==> config.mk <==
export PLATFORM = sky130hd
export DESIGN_NAME = flash_bank_arbiter
export DESIGN_NICKNAME = d
export VERILOG_FILES = /design/src/rtl/flash_arb_pkg.sv /design/src/rtl/flash_addr_decode.sv /design/src/rtl/flash_arb_decide.sv /design/src/rtl/flash_arb_state.sv /design/src/rtl/flash_bank_arbiter.sv
export SDC_FILE = /design/constraint.sdc
export NUM_CORES = 1
export LEC_CHECK = 0
export BUFFER_PORTS_ARGS = -buffer_cell sky130_fd_sc_hd__buf_2
export CORE_ASPECT_RATIO = 1.75
export CORE_MARGIN = 3
export CORE_UTILIZATION = 58
export CTS_BUF_LIST = sky130_fd_sc_hd__clkbuf_16
export DETAILED_ROUTE_END_ITERATION = 6
export GPL_TIMING_DRIVEN = 0
export MAX_ROUTING_LAYER = met4
export PLACE_DENSITY_LB_ADDON = 0.12
export SLEW_MARGIN = 30
export SYNTH_ARGS = -nofsm -noshare
export SYNTH_HDL_FRONTEND = slang
export SYNTH_HIERARCHICAL = 1
export SYNTH_SLANG_ARGS = --single-unit
export TNS_END_PERCENT = 50
==> constraint.sdc <==
create_clock -name clk -period 4.7 [get_ports clk]
set_input_delay 0.94 -clock clk [delete_from_list [all_inputs] [get_ports clk]]
set_output_delay 0.94 -clock clk [all_outputs]
set_load 0.02 [all_outputs]
==> src/rtl/flash_arb_pkg.sv <==
// Package: shared opcode and state encodings for the flash operation arbiter.
// Assumes: the opcode values are fixed by the command interface.
package flash_arb_pkg;

    typedef enum logic [2:0] {
        OP_READ   = 3'd0,
        OP_PROG   = 3'd1,
        OP_ERASE  = 3'd2,
        OP_SUSP   = 3'd3,
        OP_RESUME = 3'd4
    } cmd_op_e;

    // Arbiter states: plain program/erase, their suspended forms, and a
    // program nested inside a suspended erase (running or suspended).
    typedef enum logic [2:0] {
        ST_IDLE  = 3'd0,
        ST_PGM   = 3'd1,
        ST_PSUS  = 3'd2,
        ST_ERS   = 3'd3,
        ST_ESUS  = 3'd4,
        ST_NPGM  = 3'd5,
        ST_NPSUS = 3'd6
    } arb_state_e;

endpackage

==> src/rtl/flash_addr_decode.sv <==
// Module: flash_addr_decode
// Turns a word address into a bank index and a global block index for either
// parameter-bank placement. Purely combinational.
// Assumes: every bank holds 2**SLOT_W main slots; the parameter bank splits
// one slot into NPARAM small blocks; param_top is static while busy.
module flash_addr_decode #(
    parameter int ADDR_W  = 24,
    parameter int BANK_W  = 4,
    parameter int MAIN_W  = 16,
    parameter int PARAM_W = 14,
    parameter int BLK_W   = 9
) (
    input  logic [ADDR_W-1:0] addr,
    input  logic              param_top,
    output logic [BANK_W-1:0] bank,
    output logic [BLK_W-1:0]  block
);
    localparam int OFF_W   = ADDR_W - BANK_W;
    localparam int SLOT_W  = OFF_W - MAIN_W;
    localparam int PSEL_W  = MAIN_W - PARAM_W;
    localparam int NPARAM  = 1 << PSEL_W;
    localparam int NMAINSL = (1 << BANK_W) * (1 << SLOT_W);
    localparam logic [BLK_W-1:0] BOT_OFS = BLK_W'(NPARAM - 1);
    localparam logic [BLK_W-1:0] TOP_PB0 = BLK_W'(NMAINSL - 1);

    logic [SLOT_W-1:0] slot;
    logic [PSEL_W-1:0] psel;
    logic [BLK_W-1:0]  linear;
    logic              bot_param;
    logic              top_param;
    logic [BLK_W-1:0]  blk_bot;
    logic [BLK_W-1:0]  blk_top;

    // Split the address into its bank, slot and parameter-select fields.
    always_comb begin
        bank   = addr[ADDR_W-1:OFF_W];
        slot   = addr[OFF_W-1:MAIN_W];
        psel   = addr[MAIN_W-1:PARAM_W];
        linear = BLK_W'({bank, slot});
    end

    // Locate the split slot for each layout (lowest or highest slot).
    always_comb begin
        bot_param = (bank == '0) && (slot == '0);
        top_param = (bank == '1) && (slot == '1);
    end

    // Block index when the parameter blocks sit at the bottom.
    always_comb begin
        if (bot_param) blk_bot = BLK_W'(psel);
        else           blk_bot = BOT_OFS + linear;
    end

    // Block index when the parameter blocks sit at the top.
    always_comb begin
        if (top_param) blk_top = TOP_PB0 + BLK_W'(psel);
        else           blk_top = linear;
    end

    // Choose the configured layout.
    always_comb block = param_top ? blk_top : blk_bot;

endmodule

==> src/rtl/flash_arb_decide.sv <==
// Module: flash_arb_decide
// Resolves one request against the current state: grant or reject in the same
// cycle, plus the next state and the capture enables for the operation
// registers. Purely combinational.
// Assumes: done only has meaning in a running (unsuspended) state.
module flash_arb_decide
    import flash_arb_pkg::*;
#(
    parameter int ADDR_W = 24,
    parameter int BANK_W = 4,
    parameter int BLK_W  = 9
) (
    input  arb_state_e        state,
    input  logic              cmd_valid,
    input  logic [2:0]        cmd_op,
    input  logic              done,
    input  logic [ADDR_W-1:0] cmd_addr,
    input  logic [BANK_W-1:0] cmd_bank,
    input  logic [BLK_W-1:0]  cmd_block,
    input  logic [ADDR_W-1:0] pgm_addr,
    input  logic [BANK_W-1:0] pgm_bank,
    input  logic [BANK_W-1:0] ers_bank,
    input  logic [BLK_W-1:0]  ers_block,
    output logic              grant,
    output logic              reject,
    output logic              ld_pgm,
    output logic              ld_ers,
    output arb_state_e        nxt_state
);
    logic hit_word, hit_pbank, hit_ebank, hit_eblk;
    logic rd_ok, pg_ok, er_ok, sp_ok, rs_ok, rs_ign;

    // Address comparisons against the stored operations.
    always_comb begin
        hit_word  = (cmd_addr == pgm_addr);
        hit_pbank = (cmd_bank == pgm_bank);
        hit_ebank = (cmd_bank == ers_bank);
        hit_eblk  = (cmd_block == ers_block);
    end

    // Permission of each opcode in the current state.
    always_comb begin
        rd_ok  = 1'b0;
        pg_ok  = 1'b0;
        er_ok  = 1'b0;
        sp_ok  = 1'b0;
        rs_ok  = 1'b0;
        rs_ign = 1'b0;
        unique case (state)
            ST_IDLE: begin
                rd_ok  = 1'b1;
                pg_ok  = 1'b1;
                er_ok  = 1'b1;
                rs_ign = 1'b1;
            end
            ST_PGM: begin
                rd_ok  = !hit_pbank;
                sp_ok  = !done;
                rs_ign = 1'b1;
            end
            ST_PSUS: begin
                rd_ok = !hit_word;
                rs_ok = 1'b1;
            end
            ST_ERS: begin
                rd_ok  = !hit_ebank;
                sp_ok  = !done;
                rs_ign = 1'b1;
            end
            ST_ESUS: begin
                rd_ok = !hit_eblk;
                pg_ok = !hit_eblk;
                rs_ok = 1'b1;
            end
            ST_NPGM: begin
                rd_ok = !hit_pbank && !hit_eblk;
                sp_ok = !done;
            end
            ST_NPSUS: begin
                rd_ok = !hit_word && !hit_eblk;
                rs_ok = 1'b1;
            end
            default: begin
                rd_ok = 1'b0;
            end
        endcase
    end

    // Map the opcode onto its permission: grant, reject or ignore.
    always_comb begin
        grant  = 1'b0;
        reject = 1'b0;
        if (cmd_valid) begin
            case (cmd_op)
                OP_READ:   begin grant = rd_ok; reject = !rd_ok; end
                OP_PROG:   begin grant = pg_ok; reject = !pg_ok; end
                OP_ERASE:  begin grant = er_ok; reject = !er_ok; end
                OP_SUSP:   begin grant = sp_ok; reject = !sp_ok; end
                OP_RESUME: begin
                    grant  = rs_ok;
                    reject = !rs_ok && !rs_ign;
                end
                default:   begin grant = 1'b0; reject = 1'b1; end
            endcase
        end
    end

    // Capture enables for the program and erase target registers.
    always_comb begin
        ld_pgm = grant && (cmd_op == OP_PROG);
        ld_ers = grant && (cmd_op == OP_ERASE);
    end

    // Next state: completion first, then any granted state-changing request.
    always_comb begin
        nxt_state = state;
        if (done) begin
            case (state)
                ST_PGM:  nxt_state = ST_IDLE;
                ST_ERS:  nxt_state = ST_IDLE;
                ST_NPGM: nxt_state = ST_ESUS;
                default: nxt_state = state;
            endcase
        end
        if (grant) begin
            case (cmd_op)
                OP_PROG:  nxt_state = (state == ST_ESUS) ? ST_NPGM : ST_PGM;
                OP_ERASE: nxt_state = ST_ERS;
                OP_SUSP: begin
                    case (state)
                        ST_PGM:  nxt_state = ST_PSUS;
                        ST_ERS:  nxt_state = ST_ESUS;
                        ST_NPGM: nxt_state = ST_NPSUS;
                        default: nxt_state = state;
                    endcase
                end
                OP_RESUME: begin
                    case (state)
                        ST_PSUS:  nxt_state = ST_PGM;
                        ST_ESUS:  nxt_state = ST_ERS;
                        ST_NPSUS: nxt_state = ST_NPGM;
                        default:  nxt_state = state;
                    endcase
                end
                default: nxt_state = nxt_state;
            endcase
        end
    end

endmodule

==> src/rtl/flash_arb_state.sv <==
// Module: flash_arb_state
// Holds the arbiter state and the targets of the program and the erase, and
// forms the visible busy/suspend outputs from them.
// Assumes: load enables come only with a granted start of that kind.
module flash_arb_state
    import flash_arb_pkg::*;
#(
    parameter int ADDR_W = 24,
    parameter int BANK_W = 4,
    parameter int BLK_W  = 9
) (
    input  logic              clk,
    input  logic              rst_n,
    input  arb_state_e        nxt_state,
    input  logic              ld_pgm,
    input  logic              ld_ers,
    input  logic [ADDR_W-1:0] cmd_addr,
    input  logic [BANK_W-1:0] cmd_bank,
    input  logic [BLK_W-1:0]  cmd_block,
    output arb_state_e        state,
    output logic [ADDR_W-1:0] pgm_addr,
    output logic [BANK_W-1:0] pgm_bank,
    output logic [BANK_W-1:0] ers_bank,
    output logic [BLK_W-1:0]  ers_block,
    output logic              busy,
    output logic [BANK_W-1:0] busy_bank,
    output logic [BLK_W-1:0]  busy_block,
    output logic              ers_susp,
    output logic              pgm_susp
);
    logic [BLK_W-1:0] pgm_block;

    // State register.
    always_ff @(posedge clk) begin
        if (!rst_n) state <= ST_IDLE;
        else        state <= nxt_state;
    end

    // Program target: full word address plus its bank and block.
    always_ff @(posedge clk) begin
        if (!rst_n) begin
            pgm_addr  <= '0;
            pgm_bank  <= '0;
            pgm_block <= '0;
        end else if (ld_pgm) begin
            pgm_addr  <= cmd_addr;
            pgm_bank  <= cmd_bank;
            pgm_block <= cmd_block;
        end
    end

    // Erase target: bank and block.
    always_ff @(posedge clk) begin
        if (!rst_n) begin
            ers_bank  <= '0;
            ers_block <= '0;
        end else if (ld_ers) begin
            ers_bank  <= cmd_bank;
            ers_block <= cmd_block;
        end
    end

    // Visible outputs: the program when one exists, else the erase.
    always_comb begin
        busy       = 1'b1;
        busy_bank  = pgm_bank;
        busy_block = pgm_block;
        ers_susp   = 1'b0;
        pgm_susp   = 1'b0;
        case (state)
            ST_IDLE: begin
                busy       = 1'b0;
                busy_bank  = '0;
                busy_block = '0;
            end
            ST_PSUS:  pgm_susp = 1'b1;
            ST_ERS: begin
                busy_bank  = ers_bank;
                busy_block = ers_block;
            end
            ST_ESUS: begin
                busy_bank  = ers_bank;
                busy_block = ers_block;
                ers_susp   = 1'b1;
            end
            ST_NPGM:  ers_susp = 1'b1;
            ST_NPSUS: begin
                ers_susp = 1'b1;
                pgm_susp = 1'b1;
            end
            default: busy = 1'b1;
        endcase
    end

endmodule

==> src/rtl/flash_bank_arbiter.sv <==
// Module: flash_bank_arbiter (top)
// Arbitrates read, program, erase, suspend and resume requests across the
// banks of a multi-bank NOR array, answering each in the same cycle.
// Assumes: param_top is static while an operation is in flight; done is a
// one-cycle pulse from the program/erase controller.
module flash_bank_arbiter
    import flash_arb_pkg::*;
#(
    parameter int ADDR_W  = 24,
    parameter int BANK_W  = 4,
    parameter int MAIN_W  = 16,
    parameter int PARAM_W = 14,
    parameter int BLK_W   = $clog2((1 << (ADDR_W - MAIN_W)) - 1 + (1 << (MAIN_W - PARAM_W)))
) (
    input  logic              clk,
    input  logic              rst_n,
    input  logic              param_top,
    input  logic              cmd_valid,
    input  logic [2:0]        cmd_op,
    input  logic [ADDR_W-1:0] cmd_addr,
    input  logic              done,
    output logic              grant,
    output logic              reject,
    output logic              busy,
    output logic [BANK_W-1:0] busy_bank,
    output logic [BLK_W-1:0]  busy_block,
    output logic              ers_susp,
    output logic              pgm_susp
);
    arb_state_e        state;
    arb_state_e        nxt_state;
    logic [BANK_W-1:0] cmd_bank;
    logic [BLK_W-1:0]  cmd_block;
    logic [ADDR_W-1:0] pgm_addr;
    logic [BANK_W-1:0] pgm_bank;
    logic [BANK_W-1:0] ers_bank;
    logic [BLK_W-1:0]  ers_block;
    logic              ld_pgm;
    logic              ld_ers;

    flash_addr_decode #(
        .ADDR_W(ADDR_W), .BANK_W(BANK_W), .MAIN_W(MAIN_W),
        .PARAM_W(PARAM_W), .BLK_W(BLK_W)
    ) i_decode (
        .addr(cmd_addr), .param_top(param_top),
        .bank(cmd_bank), .block(cmd_block)
    );

    flash_arb_decide #(
        .ADDR_W(ADDR_W), .BANK_W(BANK_W), .BLK_W(BLK_W)
    ) i_decide (
        .state(state), .cmd_valid(cmd_valid), .cmd_op(cmd_op), .done(done),
        .cmd_addr(cmd_addr), .cmd_bank(cmd_bank), .cmd_block(cmd_block),
        .pgm_addr(pgm_addr), .pgm_bank(pgm_bank),
        .ers_bank(ers_bank), .ers_block(ers_block),
        .grant(grant), .reject(reject),
        .ld_pgm(ld_pgm), .ld_ers(ld_ers), .nxt_state(nxt_state)
    );

    flash_arb_state #(
        .ADDR_W(ADDR_W), .BANK_W(BANK_W), .BLK_W(BLK_W)
    ) i_state (
        .clk(clk), .rst_n(rst_n), .nxt_state(nxt_state),
        .ld_pgm(ld_pgm), .ld_ers(ld_ers),
        .cmd_addr(cmd_addr), .cmd_bank(cmd_bank), .cmd_block(cmd_block),
        .state(state), .pgm_addr(pgm_addr), .pgm_bank(pgm_bank),
        .ers_bank(ers_bank), .ers_block(ers_block),
        .busy(busy), .busy_bank(busy_bank), .busy_block(busy_block),
        .ers_susp(ers_susp), .pgm_susp(pgm_susp)
    );

endmodule

==> impl_metrics.py <==
metrics = {
    "finish": {
        "final_nets": 492,
        "fillers": 490,
        "synthToLayoutAreaGrowth_pct": 21.3,
        "n_antenna_cell": 0,
        "layout_common_cells": "53 x nor2b_1, 53 x dfxtp_1, 51 x mux2i_1, 49 x buf_2, 39 x xnor2_1",
        "drive_gt1_share_pct": 25.8,
    },
    "outcome": {
        "status": "finished with violations",
        "failed_checks": "setup timing",
    },
    "timing": {
        "setup_viol": 1,
        "fmax_ghz": 0.213,
        "rsz0062_at_grt": "true",
        "holdWs_ps": 527,
        "tightest_slew_ps": 592,
        "hold_viol_final": 0,
        "slew_headroom_pct": 60.5,
        "worst_slack_ps": -0.0435,
        "period_share_pct": 100,
        "fin_worst_skew_ps": 4.96,
        "min_period_ps": 4700,
        "slew_viol_final": 0,
    },
    "clock_network": {
        "clock-sinks": 53,
        "clock_latency_ps": 290,
        "cts_tree": "done",
        "clkTransAtPathRegs_ps": 60,
        "htree_levels": 2,
        "cts_root_buf": "clkbuf_16",
        "clk_path_buf_depth": 2,
        "cts.hold.buffers_added": 0,
        "cts_buffers": 5,
    },
    "global_route": {
        "grt_use_total_pct": 28.1,
        "grt_max_degree": 17,
        "grt_pass1_wl_microns": 15100,
        "grt_overflow_total": 0,
        "grt_pass1_vias": 3263,
        "grt_antenna_before_repair": 0,
    },
    "setup_path": {
        "crit_path_end_kind": "primary output",
        "path_max_fanout": 3,
        "cp_slowest_cell": "or4b_4",
        "crit_type": "in -> out",
        "crit_family": "simple AND/OR/NAND/NOR gates",
        "path_cells": "buf_12 > clkinv_8 > ha_4 > or4b_4 > nor4_4 > mux2i_1 > mux2_4 > xnor2_2 > nand4_1 > or3_4 > a31o_4 > a211oi_4 > nor2_1 > buf_4",
        "start_kind": "input pin",
        "cp.arrival_ps": 3760,
        "crit_buf_inv": 3,
        "slowest_delay_ps": 460,
        "required_ps": 3760,
        "r2r_slack_ps": 1910,
    },
    "synth": {
        "yosysWarnings": 6,
        "synth_area_per_cell_sq_um": 9.12,
        "postSynth.asyncResetShare_pct": 0,
        "synth_cell_type_count": 58,
        "syn-instance-count": 388,
        "synth_top_flop_cell": "dfxtp_1",
        "synth_nets": 424,
        "synth_edf_count": 0,
        "ys_ff_latch": 53,
        "synth-seq-area-share_pct": 30.0,
        "syn_area_sq_um": 3540,
    },
    "floorplanning": {
        "row_count": 37,
        "io_pins": 50,
        "start_util_pct": 60.2,
        "dieArea_sq_um": 7110,
        "fp.dieW_microns": 65.1,
        "core_sq_um": 5880,
        "die_h_microns": 109,
    },
    "placed_design": {
        "port_buffers": 49,
        "hpwl_microns": 6400,
        "dp_slack_ps": -347,
        "place.gp.congestion": 0.908,
    },
    "drt": {
        "dr.pass1.iters": 4,
        "vias": 3180,
        "drt_iter0_markers": 223,
        "vias_per_cell": 5.94,
        "routedWlPerCell_microns": 17.5,
        "drc": 0,
        "routed_wl_microns": 9380,
        "drtAntennaViolNets": 0,
    },
    "power": {
        "p_leak_nw": 1.45,
        "p_per_area_nw_per_um2": 228,
        "power_mw": 0.979,
        "ir_drop_v": 0.000214,
    },
    "worst_hold_path": {
        "min_path_type": "reg -> reg",
    },
    "run": {
        "maxCapViolCount": 0,
    },
}
[final cells by class]
class	count	area, sq um	share of cell area [%]
multi-input combinational	300	2380	55.6
sequential	53	1060	24.7
timing repair buffer	63	390	9.09
buffer	25	161	3.76
clock buffer	5	125	2.91
tap	78	97.6	2.27
inverter	8	55.1	1.28
clock inverter	3	17.5	0.408
[registers in the layout (all words and copies together) (netlist names)]
name               count
i_state/ers_bank       4
i_state/ers_block      9
i_state/pgm_addr      24
i_state/pgm_bank       4
i_state/pgm_block      9
i_state/state          3
[where the power goes]
group / switching, mW / leakage (nW) / internal [mW]
Combinational: 0.0886 / 0.955 / 0.0771
Clock: 0.162 / 0.0712 / 0.196
Sequential: 0.00303 / 0.427 / 0.452
Total: 0.254 / 1.45 / 0.725
[cell families after synthesis]
logic type	synth area share, %
DFF	30.0
muxes	15.3
and+or+nand+nor	23.3
AOI/OAI and AO/OA	14.3
buffers and inverters	5.62
xor gates and xnor gates	10.1
adders and majority gates	1.41
[synth_stat cells, drive strengths merged, types with 5 or more instances]
master / n / share of area (%)
o211ai: 5 / 1.1
dfxtp: 53 / 30
nor3: 9 / 1.7
xnor2: 40 / 9.9
o21ai: 6 / 0.85
mux2i: 53 / 15
and2: 5 / 0.88
inv: 8 / 0.85
clkbuf: 9 / 0.95
nor2b: 53 / 9.4
nor2: 12 / 1.3
a22o: 13 / 3.2
nand3: 11 / 1.6
a21oi: 12 / 1.7
or3: 5 / 1.0
buf: 18 / 3.8
nand2: 15 / 1.7
nand4: 12 / 2.1
[repair_timing]
item	CTS	global route
pin swaps	11	12
endpoints found under the hold margin	0	0
gates resized for setup	28	15
endpoints found under the setup margin	2	2
setup buffers	13	2
[path summary, 6_finish.rpt]
| kind | cells after the start | end | from |
|---|---|---|---|
| worst max-delay path | 14 | grant | cmd_addr[17] |
| worst min register to register | 2 | i_state/pgm_block[5] | i_state/pgm_block[5] |
| worst min-delay path | 2 | i_state/pgm_block[5] | i_state/pgm_block[5] |
| worst max register to register | 11 | i_state/pgm_addr[22] | i_state/state[1] |
[stage by stage]
stage / TNS (ps) / instance area [sq um] / std cells / utilization [%]
after floorplan: 0 / 3540 / 388 / -
after global placement: -475 / 3880 / 515 / 66.0
after detailed placement: -547 / 3880 / 515 / 66.0
after CTS: -244 / 4230 / 535 / 71.9
after global routing: -259 / 4290 / 535 / 73.0
final: -0.0435 / 4290 / 535 / 73.0
[worst reg2reg max path, delay by kind of cell (launching register included)]
kind / cells / cell delay (ps)
multiplexers: 1 / 260
AND/OR/NAND/NOR: 2 / 280
AO/OA/AOI/OAI: 5 / 870
buffers and inverters: 3 / 690
flip-flops: 1 / 590
[per-layer routing]
metal	track usage (%)	vias to the layer above	wire (microns)
met2	50.9	95	5190
met3	2.76	29	379
met1	29.7	1535	3420
met4	14.8	0	382
li1	-	1521	-
met5	-	-	0
No activity file was read; power rests on OpenSTA's default activity.
